`config.mk`:
```
export PLATFORM = sky130hd
export DESIGN_NAME = rx_frame_admit
export DESIGN_NICKNAME = d
export VERILOG_FILES = /design/src/rtl/rxa_pkg.sv /design/src/rtl/rxa_occupancy.sv /design/src/rtl/rxa_miss_ctr.sv /design/src/rtl/rxa_ovf_status.sv /design/src/rtl/rx_frame_admit.sv
export SDC_FILE = /design/constraint.sdc
export NUM_CORES = 1
export LEC_CHECK = 0
export ABC_AREA = 1
export BUFFER_PORTS_ARGS = -buffer_cell sky130_fd_sc_hd__buf_2
export CAP_MARGIN = 10
export CORE_ASPECT_RATIO = 1.1
export CORE_UTILIZATION = 53
export CTS_BUF_LIST = sky130_fd_sc_hd__clkbuf_16
export CTS_CLUSTER_DIAMETER = 150
export CTS_CLUSTER_SIZE = 20
export DETAILED_ROUTE_END_ITERATION = 6
export PLACE_DENSITY = 0.83
export SYNTH_ARGS = -nofsm -noshare
export SYNTH_HDL_FRONTEND = slang
export SYNTH_SLANG_ARGS = --single-unit
```
`constraint.sdc`:
```
create_clock -name clk -period 2.65 [get_ports clk]
set_clock_uncertainty 0.1 [all_clocks]
set_input_delay 0.265 -clock clk [delete_from_list [all_inputs] [get_ports clk]]
set_output_delay 0.265 -clock clk [all_outputs]
set_load 0.02 [all_outputs]
```
`src/rtl/rxa_pkg.sv`:
```
// Shared definitions for the receive frame admission counter.
// Assumes nothing beyond standard SystemVerilog packages.
package rxa_pkg;
    localparam int unsigned RXA_DEPTH_DFLT  = 8;
    localparam int unsigned RXA_MISS_W_DFLT = 16;

    // Update applied to the held-frame count in one cycle.
    typedef enum logic [1:0] {
        CNT_HOLD = 2'd0,
        CNT_UP   = 2'd1,
        CNT_DOWN = 2'd2
    } cnt_op_e;
endpackage

```
`src/rtl/rxa_occupancy.sv`:
```
// Held-frame occupancy and the per-frame admission decision.
// The decision is taken in the start-strobe cycle and held until the
// end strobe. A drain in the start cycle frees a slot for that frame.
// Assumes an end strobe only comes in a start cycle or inside a frame;
// a stray end strobe outside a frame is ignored.
module rxa_occupancy
    import rxa_pkg::*;
#(
    parameter int unsigned DEPTH = RXA_DEPTH_DFLT,
    localparam int unsigned CNT_W = $clog2(DEPTH + 1)
) (
    input  logic             clk,
    input  logic             rst_n,
    input  logic             sof,
    input  logic             eof,
    input  logic             drain,
    output logic             keep,
    output logic             drop,
    output logic             drop_evt,
    output logic [CNT_W-1:0] cnt
);
    localparam logic [CNT_W-1:0] FULL = CNT_W'(DEPTH);

    logic             in_frm_q;
    logic             keep_q;
    logic [CNT_W-1:0] cnt_q;
    logic             room;
    logic             inc;
    logic             dec;
    cnt_op_e          op;

    // Room exists below the limit, or when a drain frees a slot this cycle.
    assign room = (cnt_q < FULL) || drain;

    // Decision outputs: live in the start cycle, held afterwards.
    always_comb begin
        if (sof) begin
            keep = room;
            drop = !room;
        end else begin
            keep = in_frm_q && keep_q;
            drop = in_frm_q && !keep_q;
        end
    end

    assign drop_evt = sof && !room;
    assign inc      = eof && keep;
    assign dec      = drain && (cnt_q != '0);

    // Select the count update for this cycle.
    always_comb begin
        if (inc && !dec)      op = CNT_UP;
        else if (dec && !inc) op = CNT_DOWN;
        else                  op = CNT_HOLD;
    end

    // Track whether a frame is open and which way it was decided.
    always_ff @(posedge clk) begin
        if (!rst_n) begin
            in_frm_q <= 1'b0;
            keep_q   <= 1'b0;
        end else begin
            if (sof) keep_q <= room;
            if (sof && !eof)  in_frm_q <= 1'b1;
            else if (eof)     in_frm_q <= 1'b0;
        end
    end

    // Held-frame count.
    always_ff @(posedge clk) begin
        if (!rst_n) begin
            cnt_q <= '0;
        end else begin
            case (op)
                CNT_UP:   cnt_q <= cnt_q + 1'b1;
                CNT_DOWN: cnt_q <= cnt_q - 1'b1;
                default:  cnt_q <= cnt_q;
            endcase
        end
    end

    assign cnt = cnt_q;


    cnt_limit_chk: assert property (@(posedge clk) disable iff (!rst_n)
        cnt_q <= FULL);


    keep_drop_excl_chk: assert property (@(posedge clk) disable iff (!rst_n)
        $onehot0({keep, drop}));


    drop_eof_hold_chk: assert property (@(posedge clk) disable iff (!rst_n)
        (eof && drop && !drain) |=> (cnt_q == $past(cnt_q)));


    idle_drain_chk: assert property (@(posedge clk) disable iff (!rst_n)
        (cnt_q == '0 && drain && !eof) |=> (cnt_q == '0));
endmodule

```
`src/rtl/rxa_miss_ctr.sv`:
```
// Saturating missed-frame counter, cleared by a software read.
// A drop in the same cycle as the read is kept: the counter becomes 1.
module rxa_miss_ctr
    import rxa_pkg::*;
#(
    parameter int unsigned MISS_W = RXA_MISS_W_DFLT
) (
    input  logic              clk,
    input  logic              rst_n,
    input  logic              drop_evt,
    input  logic              rd,
    output logic [MISS_W-1:0] miss
);
    localparam logic [MISS_W-1:0] MAXV = {MISS_W{1'b1}};

    logic [MISS_W-1:0] miss_q;

    // Count drops, clear on read, stop at the maximum.
    always_ff @(posedge clk) begin
        if (!rst_n) begin
            miss_q <= '0;
        end else if (rd) begin
            miss_q <= drop_evt ? MISS_W'(1) : '0;
        end else if (drop_evt && (miss_q != MAXV)) begin
            miss_q <= miss_q + 1'b1;
        end
    end

    assign miss = miss_q;


    miss_step_chk: assert property (@(posedge clk) disable iff (!rst_n)
        (drop_evt && !rd && miss_q != MAXV) |=> (miss_q == $past(miss_q) + 1'b1));


    miss_sat_chk: assert property (@(posedge clk) disable iff (!rst_n)
        (miss_q == MAXV && !rd) |=> (miss_q == MAXV));


    miss_clear_chk: assert property (@(posedge clk) disable iff (!rst_n)
        (rd && !drop_evt) |=> (miss_q == '0));
endmodule

```
`src/rtl/rxa_ovf_status.sv`:
```
// Sticky overflow status with write-one-to-clear and an interrupt mask.
// Setting wins over a simultaneous clear so no overflow goes unseen.
module rxa_ovf_status (
    input  logic clk,
    input  logic rst_n,
    input  logic set,
    input  logic clr,
    input  logic en,
    output logic flag,
    output logic irq
);
    logic flag_q;

    // Hold the status until software clears it.
    always_ff @(posedge clk) begin
        if (!rst_n) flag_q <= 1'b0;
        else        flag_q <= set || (flag_q && !clr);
    end

    assign flag = flag_q;
    assign irq  = flag_q && en;


    ovf_set_chk: assert property (@(posedge clk) disable iff (!rst_n)
        set |=> flag_q);


    ovf_clr_chk: assert property (@(posedge clk) disable iff (!rst_n)
        (clr && !set) |=> !flag_q);


    ovf_sticky_chk: assert property (@(posedge clk) disable iff (!rst_n)
        (flag_q && !clr) |=> flag_q);
endmodule

```
`src/rtl/rx_frame_admit.sv`:
```
// Receive frame admission counter: admits whole frames into a receive
// FIFO of DEPTH frames, drops the overflow, and reports it through a
// missed-frame counter and a masked sticky status bit.
// Assumes start/end strobes come from one MAC in order, and that each
// drain pulse means one whole frame has left the FIFO.
module rx_frame_admit
    import rxa_pkg::*;
#(
    parameter int unsigned DEPTH  = RXA_DEPTH_DFLT,
    parameter int unsigned MISS_W = RXA_MISS_W_DFLT,
    localparam int unsigned CNT_W = $clog2(DEPTH + 1)
) (
    input  logic              clk,
    input  logic              rst_n,
    input  logic              rx_sof,
    input  logic              rx_eof,
    input  logic              dma_drain,
    input  logic              miss_rd,
    input  logic              ovf_clr,
    input  logic              irq_en,
    output logic              rx_keep,
    output logic              rx_drop,
    output logic [CNT_W-1:0]  frame_cnt,
    output logic [MISS_W-1:0] miss_cnt,
    output logic              ovf_flag,
    output logic              irq
);
    logic drop_evt;

    rxa_occupancy #(.DEPTH(DEPTH)) u_occ (
        .clk      (clk),
        .rst_n    (rst_n),
        .sof      (rx_sof),
        .eof      (rx_eof),
        .drain    (dma_drain),
        .keep     (rx_keep),
        .drop     (rx_drop),
        .drop_evt (drop_evt),
        .cnt      (frame_cnt)
    );

    rxa_miss_ctr #(.MISS_W(MISS_W)) u_miss (
        .clk      (clk),
        .rst_n    (rst_n),
        .drop_evt (drop_evt),
        .rd       (miss_rd),
        .miss     (miss_cnt)
    );

    rxa_ovf_status u_ovf (
        .clk   (clk),
        .rst_n (rst_n),
        .set   (drop_evt),
        .clr   (ovf_clr),
        .en    (irq_en),
        .flag  (ovf_flag),
        .irq   (irq)
    );


    rescue_no_ovf_chk: assert property (@(posedge clk) disable iff (!rst_n)
        (rx_sof && dma_drain && !ovf_clr && !ovf_flag) |=> !ovf_flag);


    irq_mask_chk: assert property (@(posedge clk) disable iff (!rst_n)
        irq == (ovf_flag && irq_en));
endmodule

```
== Word level (Yosys, flattened, before mapping) ==
Cells that the tools add are included.
Widths: inputs -> output; s select.

* Bits in registers: 23
* Input bits: 8
* Output and inout port bits: 24

* Add/sub/neg operators: 3
* Magnitude comparators: 1
* Eq/ne operators: 3
* Mux-type cells: 10
* Reductions and logical operators: 23

{| class="wikitable"
|+ Operators with widths
! kind !! number
|-
| $mux 16 || 2
|-
| $add 16x1->16 const B || 1
|-
| $ne 16x16->1 const B || 1
|-
| $logic_and 1x1->1 || 11
|-
| $pmux 4 s2 || 1
|-
| $logic_not 1->1 || 6
|-
| $reduce_bool 2->1 || 3
|-
| $mux 1 || 5
|-
| $add 4x1->4 const B || 1
|-
| $lt 4x4->1 const B || 1
|-
| $mux 2 || 2
|-
| $reduce_bool 4->1 || 1
|-
| $sub 4x1->4 const B || 1
|-
| $eq 2x1->1 const B || 1
|-
| $eq 2x2->1 const B || 1
|-
| $logic_or 1x1->1 || 2
|}

== Logic depth before layout (Yosys ltp) ==
* Word-level depth: 10
* Mapped depth: 15

== Hierarchy ==
From an unflattened synthesis, not the netlist that was laid out.

* Cell total of the unflattened synthesis: 219
* Area, all modules: 1448.9 um^2

{| class="wikitable"
|+ By module, submodules not included
! module !! instances !! cells an instance !! area each (um^2)
|-
| rxa_miss_ctr || 1 || 160 || 1006.0
|-
| rxa_occupancy || 1 || 51 || 391.6
|-
| rxa_ovf_status || 1 || 8 || 51.3
|}

== Worst setup path before layout ==
Ideal clock, no wire load.

* Path type: register to register
* From: register u_occ.cnt_q[3], in the netlist u_occ.cnt[3]
* To: register u_occ.cnt_q[2], in the netlist u_occ.cnt[2]
* Library setup time: 0.120 ns
* Data arrival time: 2.009 ns
* Data required time: 2.430 ns
* Setup slack: 0.421 ns
* Stages on the path, launching flop included: 13
* Path through: dfxtp_1 nand3_1 o21ai_0 inv_1 o21ai_0 inv_1 nand2_1 ha_1 xor2_1 ha_1 a21oi_1 xor2_1 a21oi_1

* Cells in the longest elaborated chain, start to end: 10
* Elaborated cells between the ends (all ways): 16
* Those cells by class: 1 x order compare; 2 x eq/ne; 4 x mux; 9 x reduce/logical

{| class="wikitable"
|+ RTL lines
! element !! line !! source
|-
| from (decl) || rxa_occupancy.sv:26 || <nowiki>logic [CNT_W-1:0] cnt_q;</nowiki>
|-
| from (signal assigned) || rxa_occupancy.sv:75 || <nowiki>CNT_UP: cnt_q <= cnt_q + 1'b1;</nowiki>
|-
| from (signal assigned) || rxa_occupancy.sv:76 || <nowiki>CNT_DOWN: cnt_q <= cnt_q - 1'b1;</nowiki>
|-
| from (signal assigned) || rxa_occupancy.sv:77 || <nowiki>default: cnt_q <= cnt_q;</nowiki>
|-
| $lt 4x4->1 * || rxa_occupancy.sv:33 || <nowiki>assign room = (cnt_q < FULL) || drain;</nowiki>
|-
| $logic_or 1x1->1 * || rxa_occupancy.sv:33 ||
|-
| $mux 1 * || rxa_occupancy.sv:37 || <nowiki>if (sof) begin</nowiki>
|-
| via rx_keep || rx_frame_admit.sv:21 || <nowiki>output logic rx_keep,</nowiki>
|-
| $logic_and 1x1->1 * || rxa_occupancy.sv:47 || <nowiki>assign inc = eof && keep;</nowiki>
|-
| $logic_not 1->1 || rxa_occupancy.sv:53 || <nowiki>else if (dec && !inc) op = CNT_DOWN;</nowiki>
|-
| $logic_and 1x1->1 || rxa_occupancy.sv:53 ||
|-
| $mux 2 || rxa_occupancy.sv:53 ||
|-
| $mux 2 * || rxa_occupancy.sv:52 || <nowiki>if (inc && !dec) op = CNT_UP;</nowiki>
|-
| $eq 2x2->1 / $eq 2x1->1 (equally long branches) || rxa_occupancy.sv:74 || <nowiki>case (op)</nowiki>
|-
| $pmux 4 s2 / $reduce_bool 2->1 (equally long branches) || -- ||
|}

The timed path passes the listed nets; every way through them passes the cells marked *.
A chain may end at the register's enable or synchronous reset.

== Worst setup path after layout ==
* From: register u_occ.cnt_q[3], in the netlist u_occ.cnt[3]
* To: register u_occ.cnt_q[2], in the netlist u_occ.cnt[2]

* Cells in the longest elaborated chain, start to end: 10
* Elaborated cells between the ends (all ways): 16
* Those cells by class: 1 x order compare; 2 x eq/ne; 4 x mux; 9 x reduce/logical

{| class="wikitable"
|+ RTL lines
! element !! line
|-
| $lt 4x4->1 || rxa_occupancy.sv:33
|-
| $logic_or 1x1->1 || rxa_occupancy.sv:33
|-
| $mux 1 || rxa_occupancy.sv:37
|-
| $logic_and 1x1->1 || rxa_occupancy.sv:47
|-
| $logic_not 1->1 || rxa_occupancy.sv:53
|-
| $logic_and 1x1->1 || rxa_occupancy.sv:53
|-
| $mux 2 || rxa_occupancy.sv:53
|-
| $mux 2 * || rxa_occupancy.sv:52
|-
| $eq 2x2->1 / $eq 2x1->1 (equally long branches) || rxa_occupancy.sv:74
|-
| $pmux 4 s2 / $reduce_bool 2->1 (equally long branches) || --
|}

Every way passes the cells marked *; elsewhere a longest branch is shown, timed or not.

==> qor.yml <==
outcome:
  status: "complete, no violations"
floorplanning:
  die_w_um: 51.8
  pin_count: 32
  initial_core_util: 0.568
  rows: 19
  die-area_mm2: 0.00294
  fp.dieH_um: 56.7
  core-area_mm2: 0.00254
placed_design:
  gp_congestion: 0.925
  post-dp-hpwl_um: 2550
  port_buffers: 31
final_layout:
  drive_gt1_frac: 0.154
  nNetsFinal: 280
  area_growth_pct: 17.8
  antenna_cells: 0
  final_util: 0.668
timing:
  period_minus_slack_ns: 2.19
  rsz0062_at_grt: "no"
  max_freq_mhz: 456
  worst_pin_slew_ns: 0.444
  finalSetupViolations: 0
  drv_slew: 0
  setup_tns_ns: 0
  slew_headroom: 0.703
  post-route-period-util: 0.828
  finalHoldViolCount: 0
detailed_routing:
  post-route-drc-count: 0
  antenna_left: 0
  drt_first_pass_iters: 4
  drtIter0Drc: 38
  num_vias: 1556
  routed_wl_um: 3350
  post_drt_wl_per_cell_um: 11.2
  vias_per_cell: 5.22
synthesis:
  synth_top_area_cell: "dfxtp_1"
  syn_inst: 235
  synth_seq_cells: 23
  yosys.area.top_type_share: 0.319
  syn_avg_cell_area_um2: 6.14
  synth_top_family_by_area: "simple AND/OR/NAND/NOR gates"
  synth_xor_area_frac: 0.0364
  yosys-mux-area-fraction: 0
  synthFlopType: "dfxtp_1"
  syn_nets: 247
  synthSimpleGateAreaFrac: 0.393
  ys_warn_count: 0
  synth_edf_count: 0
  ys_types: 23
  synthTopCellsByArea: "dfxtp_1 32%, nand2_1 16%, nand3_1 10%"
  ys_seq_area_frac: 0.319
  syn_area_mm2: 0.00144
  synth_compound_gate_area_share: 0.110
  synthAdderAreaFrac: 0.0347
  async_reset_ff_frac: 0
worst_hold_path:
  holdPathEnd: "u_occ.in_frm_q"
  whs_path_depth: 2
  min_from: "rx_eof"
  hold_class: "in2reg"
setup_path:
  path_class: "reg2reg"
  cp-start-kind: "flop"
  critPathRequiredTime_ns: 2.70
  reg2regPathDepth: 12
  end_kind: "flop"
  path_max_fanout: 5
  r2r-start: "u_occ.cnt[3]"
  worstReg2RegEnd: "u_occ.cnt[2]"
  r2r_slack_ns: 0.46
  arrival_ns: 2.24
clocking:
  cts-htree-levels: 1
  tritoncts: "built"
  path_clk_slew_ns: 0.06
  clock_latency_ns: 0.26
  numCtsBuffers: 3
  cts_sinks: 23
  cts_setup_buffers: 0
  root_buffer: "clkbuf_16"
  cts-resized-gates: 0
  hold_buffers: 0
  cts_buffer_depth: 2
global_route:
  grt_max_degree: 14
  grt_antenna_before_repair: 0
  grt_pass1_vias: 1381
  grt_usage: 0.253
  grt-ovfl-total: 0
  met1_usage: 0.296
  top_usage_layer: "met2"
  grtUsageMet2: 0.462
  met3_usage: 0.0325
  grt_pass1_wl_um: 5650
power_and_ir_drop:
  power_density_mw_per_mm2: 655
  leakagePower_nw: 0.855
  ir_worst_vdd_mv: 0.654
flow_run:
  drv_cap: 0
[cell usage in the layout (no fill, tap or decap), types with 2 or more instances in the layout]
| master | synthesis | routed |
|---|---|---|
| clkbuf_16 | 0 | 3 |
| xor2_1 | 6 | 6 |
| nand2_1 | 61 | 61 |
| nor3_1 | 4 | 4 |
| a21oi_1 | 14 | 14 |
| nor2_2 | 2 | 2 |
| o21ai_0 | 10 | 10 |
| ha_1 | 4 | 4 |
| nand3_1 | 30 | 30 |
| buf_2 | 1 | 31 |
| nor2_1 | 33 | 33 |
| dfxtp_1 | 23 | 23 |
| nand2_2 | 2 | 2 |
| inv_1 | 34 | 35 |
[flip-flops by register name, indices dropped and copies added, names as in the netlist]
name            flops
u_ovf.flag          1
u_occ.cnt           4
u_occ.keep_q        1
u_occ.in_frm_q      1
u_miss.miss        16
[kinds of logic after synthesis]
logic type                 after synthesis
adders and majority gates                4
and+or+nand+nor                        135
DFF                                     23
buffers and inverters                   39
AOI/OAI and AO/OA                       28
xor gates and xnor gates                 6
[cell usage after synthesis, drive strengths merged (2+ instances only)]
master,n
a21oi,14
buf,2
clkbuf,2
dfxtp,23
ha,4
inv,34
nand2,63
nand3,30
nor2,35
nor3,4
o21ai,11
xor2,6
[metal layers]
metal | part of all wire | up-vias
met5 | 0 | -
met4 | 0.014 | 0
met3 | 0.042 | 5
met2 | 0.52 | 40
met1 | 0.42 | 703
li1 | - | 808
[through the flow]
stage / setup slack, ns / hold slack (ns) / area, um2 / cells / total power, mW
CTS: 0.432 / 0.0895 / 1700 / 298 / 1.12
finish: 0.456 / 0.0856 / 1700 / 298 / 1.11
floorplan: 0.421 / 0.244 / 1440 / 235 / 0.707
detailed placement: 0.403 / 0.356 / 1620 / 294 / 0.799
global route: 0.216 / 0.0952 / 1700 / 298 / 1.19
global placement: 0.543 / 0.355 / 1620 / 294 / 0.790
[power breakdown]
part	internal [mW]	switching (mW)
clock network	0.202	0.124
logic	0.132	0.226
registers	0.384	0.0464
total	0.718	0.396
[final cells by class]
cell class / instances / area, um2
clock buffers: 3 / 75.1
clock inverters: 1 / 3.75
fillers: 238 / 843
inverters: 35 / 131
multi-input cells: 173 / 828
flip-flops and latches: 23 / 460
well taps: 31 / 38.8
repair buffers: 32 / 163
[worst max-delay path: stages (launching register included)]
cell	delay [ns]
dfxtp_1	0.35
nand3_1	0.18
o21ai_0	0.14
inv_1	0.10
o21ai_0	0.10
inv_1	0.08
nand2_1	0.07
ha_1	0.24
xor2_1	0.17
ha_1	0.18
a21oi_1	0.14
xor2_1	0.16
a21oi_1	0.08
[how the worst max path moves through the flow]
stage	start	end	slack, ns	cells after the start
final	u_occ.cnt[3]	u_occ.cnt[2]	0.46	12
after global routing	u_occ.cnt[3]	u_occ.cnt[2]	0.22	12
after CTS	u_occ.cnt[3]	u_occ.cnt[2]	0.43	12
after detailed placement	rx_sof	u_occ.cnt[2]	0.40	13
after global placement	rx_sof	u_occ.cnt[2]	0.54	13
after floorplan	u_occ.cnt[3]	u_occ.cnt[2]	0.42	12
No activity file was read; power rests on OpenSTA's default activity.
